==> src/rtl/bchsyn_pkg.sv <==
package bchsyn_pkg;

    localparam int WORD_W = 16;
    localparam int GF_MAXW = 16;

    typedef struct packed {
        logic vld;
        logic val;
    } ser_bit_t;

    // GF(2^m) multiply, polynomial basis, m <= 16
    function automatic logic [GF_MAXW-1:0] gf_mul(input logic [GF_MAXW-1:0] a,
                                                  input logic [GF_MAXW-1:0] b,
                                                  input int m,
                                                  input logic [GF_MAXW:0] poly);
        logic [GF_MAXW:0] r;
        r = '0;
        for (int i = GF_MAXW - 1; i >= 0; i--) begin
            if (i < m) begin
                r = r << 1;
                if (r[m]) r = r ^ poly;
                if (b[i]) r = r ^ {1'b0, a};
            end
        end
        return r[GF_MAXW-1:0];
    endfunction

    function automatic logic [GF_MAXW-1:0] gf_alpha_pow(input int j, input int m,
                                                        input logic [GF_MAXW:0] poly);
        logic [GF_MAXW-1:0] r;
        r = 1;
        for (int i = 0; i < j; i++) r = gf_mul(r, 2, m, poly);
        return r;
    endfunction

endpackage

==> src/rtl/bchsyn_ser.sv <==
module bchsyn_ser
    import bchsyn_pkg::*;
(
    input  logic              clk,
    input  logic              rst,
    input  logic              abort_i,
    input  logic              word_vld_i,
    input  logic [WORD_W-1:0] word_i,
    output logic              word_rdy_o,
    output ser_bit_t          bit_o
);
    localparam int CNTW = $clog2(WORD_W + 1);

    logic [WORD_W-1:0] sh;
    logic [CNTW-1:0]   cnt;

    assign word_rdy_o = (cnt <= CNTW'(1));
    assign bit_o.vld  = (cnt != '0);
    assign bit_o.val  = sh[WORD_W-1];

    always_ff @(posedge clk) begin
        if (rst || abort_i) begin
            sh  <= '0;
            cnt <= '0;
        end else if (word_vld_i && word_rdy_o) begin
            sh  <= word_i;
            cnt <= CNTW'(WORD_W);
        end else if (cnt != '0) begin
            sh  <= sh << 1;
            cnt <= cnt - CNTW'(1);
        end
    end
endmodule

==> src/rtl/bchsyn_odd_cell.sv <==
module bchsyn_odd_cell
    import bchsyn_pkg::*;
#(
    parameter int              M    = 8,
    parameter logic [GF_MAXW:0] POLY = 17'h11D,
    parameter int              J    = 1
) (
    input  logic         clk,
    input  logic         rst,
    input  logic         clr,
    input  logic         en,
    input  logic         bit_in,
    output logic [M-1:0] nxt
);
    localparam logic [GF_MAXW-1:0] AJ = gf_alpha_pow(J, M, POLY);

    logic [M-1:0]         acc;
    logic [GF_MAXW-1:0]   prod;

    assign prod = gf_mul(GF_MAXW'(acc), AJ, M, POLY);
    assign nxt  = prod[M-1:0] ^ M'(bit_in);

    always_ff @(posedge clk) begin
        if (rst || clr)
            acc <= '0;
        else if (en)
            acc <= nxt;
    end
endmodule

==> src/rtl/bch_syndrome_gen.sv <==
module bch_syndrome_gen
    import bchsyn_pkg::*;
#(
    parameter int               M         = 8,
    parameter int               T         = 4,
    parameter logic [GF_MAXW:0] POLY      = 17'h11D,
    parameter int               REC_WORDS = 15
) (
    input  logic                 clk,
    input  logic                 rst,
    input  logic                 abort_i,
    input  logic                 word_vld_i,
    input  logic [WORD_W-1:0]    word_i,
    output logic                 word_rdy_o,
    output logic                 syn_vld_o,
    output logic                 syn_zero_o,
    output logic [2*T*M-1:0]     syn_o
);
    localparam int NBITS = REC_WORDS * WORD_W;
    localparam int CW    = $clog2(NBITS);
    localparam int NSYN  = 2 * T;

    ser_bit_t              sb;
    logic [CW-1:0]         bcnt;
    logic                  last;
    logic [T-1:0][M-1:0]   odd_nxt;
    logic [NSYN:1][M-1:0]  full;
    logic [NSYN-1:0][M-1:0] syn_q;
    logic                  vld_q;
    logic                  zero_q;

    bchsyn_ser u_ser (
        .clk        (clk),
        .rst        (rst),
        .abort_i    (abort_i),
        .word_vld_i (word_vld_i),
        .word_i     (word_i),
        .word_rdy_o (word_rdy_o),
        .bit_o      (sb)
    );

    assign last = sb.vld && (bcnt == CW'(NBITS - 1));

    always_ff @(posedge clk) begin
        if (rst || abort_i)
            bcnt <= '0;
        else if (sb.vld)
            bcnt <= last ? '0 : bcnt + CW'(1);
    end

    for (genvar i = 0; i < T; i++) begin : g_odd
        bchsyn_odd_cell #(.M(M), .POLY(POLY), .J(2 * i + 1)) u_cell (
            .clk    (clk),
            .rst    (rst),
            .clr    (abort_i || last),
            .en     (sb.vld),
            .bit_in (sb.val),
            .nxt    (odd_nxt[i])
        );
    end

    for (genvar k = 1; k <= NSYN; k++) begin : g_full
        if (k % 2 == 1) begin : g_o
            assign full[k] = odd_nxt[(k - 1) / 2];
        end else begin : g_e
            logic [GF_MAXW-1:0] sq;
            assign sq      = gf_mul(GF_MAXW'(full[k/2]), GF_MAXW'(full[k/2]), M, POLY);
            assign full[k] = sq[M-1:0];
        end
    end

    always_ff @(posedge clk) begin
        if (rst || abort_i) begin
            syn_q  <= '0;
            vld_q  <= 1'b0;
            zero_q <= 1'b0;
        end else begin
            vld_q <= last;
            if (last) begin
                syn_q  <= full;
                zero_q <= (full == '0);
            end
        end
    end

    assign syn_o      = syn_q;
    assign syn_vld_o  = vld_q;
    assign syn_zero_o = zero_q;
endmodule

==> config.mk <==
export PLATFORM = sky130hd
export DESIGN_NAME = bch_syndrome_gen
export DESIGN_NICKNAME = d
export VERILOG_FILES = /design/src/rtl/bchsyn_pkg.sv /design/src/rtl/bchsyn_ser.sv /design/src/rtl/bchsyn_odd_cell.sv /design/src/rtl/bch_syndrome_gen.sv
export SDC_FILE = /design/constraint.sdc
export NUM_CORES = 1
export LEC_CHECK = 0
export ABC_AREA = 0
export BUFFER_PORTS_ARGS = -buffer_cell sky130_fd_sc_hd__clkbuf_2
export CORE_AREA = 2 2 110 112
export CTS_CLUSTER_DIAMETER = 80
export DETAILED_ROUTE_END_ITERATION = 7
export DIE_AREA = 0 0 112 114
export PLACE_DENSITY = 0.75
export SYNTH_ARGS = -nofsm -noshare
export SYNTH_HDL_FRONTEND = slang
export SYNTH_HIERARCHICAL = 1
export SYNTH_SLANG_ARGS = --single-unit
==> constraint.sdc <==
create_clock -name clk -period 9 [get_ports clk]
set_input_delay 0.45 -clock clk [delete_from_list [all_inputs] [get_ports clk]]
set_output_delay 0.45 -clock clk [all_outputs]
set_load 0.005 [all_outputs]
==> qor.yml, run 1 <==
clkPwrFrac_pct: 46.1
critical_path.top_delay_family: "simple AND/OR/NAND/NOR gates"
max-vdd-ir-drop_v: 0.0001043
placed_cell_area_sq_um: 6553
yosys.area.top_type: "dfxtp_1"
rsz0062_at_grt: "false"
vias: 4958
combPwrFrac_pct: 15.6
grt_max_degree: 67
layout_setup_ws_ns: 5.170
m1WireLength_mm: 6.276
holdCritPathClass: "in2reg"
wl_met2_mm: 6.980
wl_met3_um: 596
layout_min_cycle_time_ns: 3.830
fin_util_pct: 61.21
syn_inst: 694
clk_latency_ns: 0.41
initial_core_util_pct: 53.49
synth-xor-area-share_pct: 16.98
cp-start-kind: "flip-flop"
p_sw_w: 0.0003989
grt_usage_pct: 22.33
antenna_found_initial: 0
synth-simple-area-share_pct: 18.21
drc_errors: 0
ys_types: 57
fmax_ghz: 0.2611
hold_viol_final: 0
worst_pin_slew_ns: 1.066
synth_area_sq_um: 6265
postRouteAntennaNets: 0
antennaDiodeCount: 0
design.core.area_sq_um: 11710
first_pass_iters: 5
synthAdderAreaFrac_pct: 1.198
switching_share_pct: 25.81
skew_ns: 0.01162
drt-initial-drc-count: 273
cts_tree: "yes"
synthMuxAreaShare_pct: 3.455
crit_chain: "inv_1 -> ha_1 -> nor4b_4 -> inv_2 -> nand4_1 -> or3_2 -> nand2b_1 -> nor2_1 -> and4_4 -> a311o_1"
drv_cap: 0
drt-vias-per-instance: 5.478
fillCellCount: 997
layout.nets: 771
area_growth_pct: 14.42
die_area_sq_um: 12770
timing.final.crit_share_pct: 42.55
setup_viol: 0
avgRoutedWirePerCell_um: 15.60
synth-seq-cells: 127
synth_top_family_by_area: "simple AND/OR/NAND/NOR gates"
netlist.area_leader.share_pct: 40.58
clockBufferDepth: 2
avgSynthCellArea_sq_um: 9.027
synth_compound_area_share_pct: 13.06
cts_max_level: 4
post-cts-setup-buffer-count: 0
port_buffers: 86
p_leak_nw: 2.775
cp_max_fo: 54
die_h_um: 114
crit_buf_inv: 2
intPower_w: 0.001147
path_clk_slew_ns: 0.06
root_buffer: "clkbuf_16"
numCtsBuffers: 17
wirelength_mm: 14.12
overflow: 0
multi_input_area_sq_um: 3321
cts.sinks: 127
grt_pass1_wl_mm: 23.09
ys_top_cells_by_area: "dfxtp_1 41%, xnor2_1 9.4%, nand2_1 7.3%"
endpoint_kind: "flip-flop"
syn-num-nets: 720
ios: 87
dp_worst_setup_slack_ns: 5.307
crit_type: "reg2reg"
required_ns: 9.36
num_rows: 40
synth-seq-area-share_pct: 40.58
seq_area_sq_um: 2542
dp_hpwl_mm: 9.626
fin_area_sq_um: 7168
fp.dieW_um: 112
power_frac_seq_pct: 38.3
cts_resized: 0
power_density_nw_per_um2: 215.6
yosys_most_used_dff: "dfxtp_1"
relSlewSlack_pct: 28.66
highest_layer: "met4"
gp_congestion: 0.8435
critPathSlowestCell: "nor4b_4"
grt_pass1_vias: 4736
report.final.slew_viol_count: 0
async_flop_share_pct: 0
setup_tns_ns: 0
ys_warn_count: 6
cts_hold_buf: 0
layout-drive-gt1-share_pct: 20.84
max_stage_delay_ns: 0.88
outcome: "finished, final reports clean"
synth-edff-count: 0
crit_arrival_ns: 4.19
## flip-flops by register name (all words and copies together) (netlist names)
register,cells
u_ser/sh,16
syn_zero_o,1
syn_vld_o,1
syn_o,64
u_ser/cnt,5
bcnt,8
g_odd.u_cell/acc,32
## logic make-up (layout without fill, tap and decap cells)
| logic type | count (synthesis) | after routing |
|---|---|---|
| AOI/OAI and AO/OA | 116 | 116 |
| xor gates and xnor gates | 100 | 100 |
| adders and majority gates | 6 | 6 |
| buffers and inverters | 71 | 135 |
| DFF | 127 | 127 |
| muxes | 21 | 21 |
| and+or+nand+nor | 253 | 253 |
## power by group through the flow
stage / combinational (W) / sequential (W) / clock [W]
floorplan: 0.000207 / 0.000595 / 0
global placement: 0.000233 / 0.000602 / 0
detailed placement: 0.000239 / 0.000603 / 0
CTS: 0.000241 / 0.000591 / 0.000721
global route: 0.000262 / 0.000593 / 0.000749
finish: 0.000242 / 0.000592 / 0.000712
## path summary, 6_finish.rpt
| kind | startpoint | to | slack, ns | cells past startpoint |
|---|---|---|---|---|
| setup / recovery | u_ser/cnt[0] | g_odd[3].u_cell/acc[0] | 5.17 | 10 |
| hold / removal | word_i[0] | u_ser/sh[0] | 0.40 | 3 |
| setup reg to reg | u_ser/cnt[0] | g_odd[3].u_cell/acc[0] | 5.17 | 10 |
| hold reg to reg | syn_o[27] | syn_o[27] | 0.45 | 2 |
## stage by stage
step | hold WS, ns | power, W | cells
3_3_place_gp | 0.4444 | 0.0008345 | 873
4_1_cts | 0.3893 | 0.001553 | 905
3_5_place_dp | 0.4473 | 0.0008418 | 873
6_report | 0.3987 | 0.001546 | 905
5_1_grt | 0.4036 | 0.001604 | 905
2_1_floorplan | 0.4482 | 0.0008030 | 694
## metal layers
metal	vias to the layer above	track usage (%)
li1	2438	-
met4	0	8.618
met5	-	0
met2	130	37.49
met1	2365	28.27
met3	25	4.995
## area by class of cell
cell class / count / area share [%]
clock inverters: 10 / 2.252
flip-flops and latches: 127 / 35.47
well taps: 147 / 2.566
inverters: 14 / 0.7331
multi-input cells: 496 / 46.33
repair buffers: 89 / 6.319
clock buffers: 22 / 6.336
## cells in the final DEF (no fill, tap or decap), types with 5 or more instances in the layout
cell type  instances
dfxtp_1          127
nand2_1          122
clkbuf_2          86
xnor2_1           67
a21oi_1           60
nor2_1            56
nor3_1            22
mux2i_1           19
xor2_1            18
clkbuf_16         17
inv_1             13
nor4_1            11
or2_2              9
a211oi_1           9
a311oi_2           9
o21ai_0            7
nand2b_1           6
o21a_1             6
ha_1               6
a311oi_1           6
nand4_1            5
nor3b_1            5
## Yosys cell counts, types with 10 or more instances
master    instances
a21oi_1          60
nor4_1           11
xor2_1           18
mux2i_1          19
nand2_1         122
nor2_1           56
inv_1            13
nor3_1           23
buf_6            10
clkbuf_1         32
xnor2_1          67
dfxtp_1         127
## worst register-to-register path: stages, from the launching register on
cell,delay (ns)
dfxtp_1,0.34
inv_1,0.11
ha_1,0.21
nor4b_4,0.88
inv_2,0.06
nand4_1,0.20
or3_2,0.80
nand2b_1,0.37
nor2_1,0.44
and4_4,0.27
a311o_1,0.10
No activity file was read; power rests on OpenSTA's default activity.
==> run 2: changes to the inputs <==
- ABC_AREA: 0 -> 1
- CORE_AREA: 2 2 110 112 -> 2 2 116 118
- DIE_AREA: 0 0 112 114 -> 0 0 118 120
- PLACE_DENSITY: 0.75 -> 0.74
- clock period: 9 -> 4 ns (I/O delays scaled with it)
==> run 2 against run 1 <==
  * The flow now finishes with violations (design-rule violations)
  * Sequential share of layout area is 3.4 points lower
  * Clock power is 110% higher
  * Routed wire length is 8.4% higher
  * Utilization is 0.054 points lower
  * Clock skew is 0.0049 ns lower
  * Largest power group unchanged
==> qor.yml, run 2 <==
outcome: "finished with violations"  # was finished, final reports clean
violations: "design-rule violations"
layout_common_cells: "336 x nand2_1, 127 x dfxtp_1, 126 x inv_1"  # was 127 x dfxtp_1, 122 x nand2_1, 86 x clkbuf_2
cp_max_fo: 8  # was 54
syn_inst: 1026  # was 694
antenna_found_initial: 0  # unchanged
cts.sinks: 127  # unchanged
ios: 87  # unchanged
synth-seq-area-share_pct: 36.78  # was 40.58%
yosys.area.top_type: "dfxtp_1"  # unchanged
num_rows: 42  # was 40
clockBufferDepth: 2  # unchanged
holdCritPathClass: "in2reg"  # unchanged
fmax_ghz: 0.3359  # was 0.2611 GHz
ys_warn_count: 6  # unchanged
busiest_layer: "met2"  # unchanged
use_met2_pct: 37.65  # was 37.49%
relSlewSlack_pct: 30.95  # was 28.66%
synth-seq-cells: 127  # unchanged
overflow: 0  # unchanged
drv_cap: 0  # unchanged
largest_reg_flops: 64  # unchanged
p_leak_nw: 3.939  # was 2.775 nW
drt-initial-drc-count: 487  # was 273
cts_resized: 0  # unchanged
cp-start-kind: "flip-flop"  # unchanged
layout_min_cycle_time_ns: 2.977  # was 3.830 ns
endpoint_kind: "flip-flop"  # unchanged
use_met3_pct: 4.373  # was 4.995%
whs_ns: 0.03955  # was 0.3987 ns
hold_viol_final: 0  # unchanged
critPathSlowestCell: "dfxtp_1"  # was nor4b_4
setup_viol: 0  # unchanged
p_total_w: 0.003796  # was 0.001546 W
numCtsBuffers: 17  # unchanged
crit_arrival_ns: 3.28  # was 4.19 ns
netlist.area_leader.share_pct: 36.78  # was 40.58%
synthTopCellsByCount: "336 x nand2_1, 127 x dfxtp_1, 126 x inv_1"  # was 127 x dfxtp_1, 122 x nand2_1, 67 x xnor2_1
layout_commonest_cell: "nand2_1"  # was dfxtp_1
avgSynthCellArea_sq_um: 6.738  # was 9.027 sq um
fp.dieW_um: 118  # was 112 um
avgRoutedWirePerCell_um: 11.91  # was 15.60 um
max-vdd-ir-drop_v: 0.0002464  # was 0.0001043 V
synth-edff-count: 0  # unchanged
crit_type: "reg2reg"  # unchanged
synth_area_sq_um: 6913  # was 6265 sq um
worst_pin_slew_ns: 1.035  # was 1.066 ns
grt_pass1_wl_mm: 26.20  # was 23.09 mm
report.final.slew_viol_count: 0  # unchanged
clk_latency_ns: 0.41  # about the same
die_area_sq_um: 14160  # was 12770 sq um
vias: 6294  # was 4958
drc_errors: 2  # was 0
design.core.area_sq_um: 12980  # was 11710 sq um
synth.most_common_cell: "nand2_1"  # was dfxtp_1
ys_types: 41  # was 57
cts_hold_buf: 0  # unchanged
worst_path_most_repeated_cell: "nand2_1"
postRouteAntennaNets: 0  # unchanged
wirelength_mm: 15.30  # was 14.12 mm
required_ns: 4.30  # was 9.36 ns
ys_top_cells_by_area: "dfxtp_1 37%, nand2_1 18%, inv_1 6.8%"  # was dfxtp_1 41%, xnor2_1 9.4%, nand2_1 7.3%
use_met1_pct: 28.67  # was 28.27%
port_buffers: 86  # unchanged
post-cts-setup-buffer-count: 0  # unchanged
antennaDiodeCount: 0  # unchanged
rsz0062_at_grt: "false"  # unchanged
async_flop_share_pct: 0  # unchanged
yosys_most_used_dff: "dfxtp_1"  # unchanged
path_clk_slew_ns: 0.05  # was 0.06 ns
final_cells: 1285  # was 905
gp_congestion: 0.9031  # was 0.8435
timing.final.crit_share_pct: 74.43  # was 42.55%
power_density_nw_per_um2: 478.3  # was 215.6 nW/um^2
grt_pass1_vias: 5673  # was 4736
dp_cells: 1253  # was 873
area_growth_pct: 14.82  # was 14.42%
fin_area_sq_um: 7938  # was 7168 sq um
grt_usage_pct: 22.51  # was 22.33%
first_pass_iters: 8  # was 5
setup_tns_ns: 0  # unchanged
syn-num-nets: 1052  # was 720
die_h_um: 120  # was 114 um
placed_cell_area_sq_um: 7357  # was 6553 sq um
max_stage_delay_ns: 0.48  # was 0.88 ns
skew_ns: 0.006743  # was 0.01162 ns
cts_max_level: 4  # unchanged
layout.nets: 1122  # was 771
dp_hpwl_mm: 11.11  # was 9.626 mm
initial_core_util_pct: 53.26  # was 53.49%
cts_tree: "yes"  # unchanged
drt-vias-per-instance: 4.898  # was 5.478
grt_max_degree: 65  # was 67
layout-drive-gt1-share_pct: 18.67  # was 20.84%
root_buffer: "clkbuf_16"  # unchanged
## run 2: cell types whose count changed in the layout (fill, tap and decap cells not counted), sizes merged, moves of 26 or more
cell   change
o21ai     +49
inv      +138
xnor2     -56
nand3     +64
nand2    +249
a21oi     -26
## run 2: final cells by class
type | count | area, sq um
fillers | 1255 | 5042
clock buffers | 27 | 503.0
multi-input cells | 708 | 3562
well taps | 176 | 220.2
repair buffers | 89 | 452.9
flip-flops and latches | 127 | 2542
inverters | 153 | 579.3
clock inverters | 5 | 77.57
## run 2: worst paths after layout
kind,startpoint,end,slack (ns),depth (start not counted)
max,u_ser/sh[15],syn_o[62],1.02,26
min reg2reg,syn_o[7],syn_o[7],0.44,2
max reg2reg,u_ser/sh[15],syn_o[62],1.02,26
min,word_i[0],u_ser/sh[0],0.04,3
## run 2: worst max-delay path, delay by kind of cell (launching register included)
family	cells	cell delay [ns]
DFF	1	0.48
adders and majority gates	2	0.52
and+or+nand+nor	20	1.61
buffers and inverters	4	0.27
## run 2: cells by family (layout without fill, tap and decap cells)
kind of cell	Yosys count	count (layout)	share of synthesized area [%]
adders and majority gates	6	6	1.086
xor gates and xnor gates	42	42	5.539
buffers and inverters	191	274	11.80
AOI/OAI and AO/OA	104	104	8.453
and+or+nand+nor	556	556	36.34
DFF	127	127	36.78
## run 2: report_power, final
group	total [W]	switching [W]	internal [W]
clock network	0.00150	0.000518	0.000981
logic	0.000950	0.000632	0.000318
registers	0.00135	0.0000427	0.00130
total	0.00380	0.00119	0.00260
## run 2: stage by stage
stage / setup slack (ns) / util [%]
2_1_floorplan: 1.401 / -
3_3_place_gp: 1.190 / 56.68
3_5_place_dp: 1.050 / 56.68
4_1_cts: 1.033 / 61.15
5_1_grt: 0.6686 / 61.15
6_report: 1.023 / 61.15
## run 2: metal layers
layer	wire, um	vias up
met5	0	-
met4	257	0
met2	7173	132
li1	-	3329
met3	694	19
met1	7178	2814
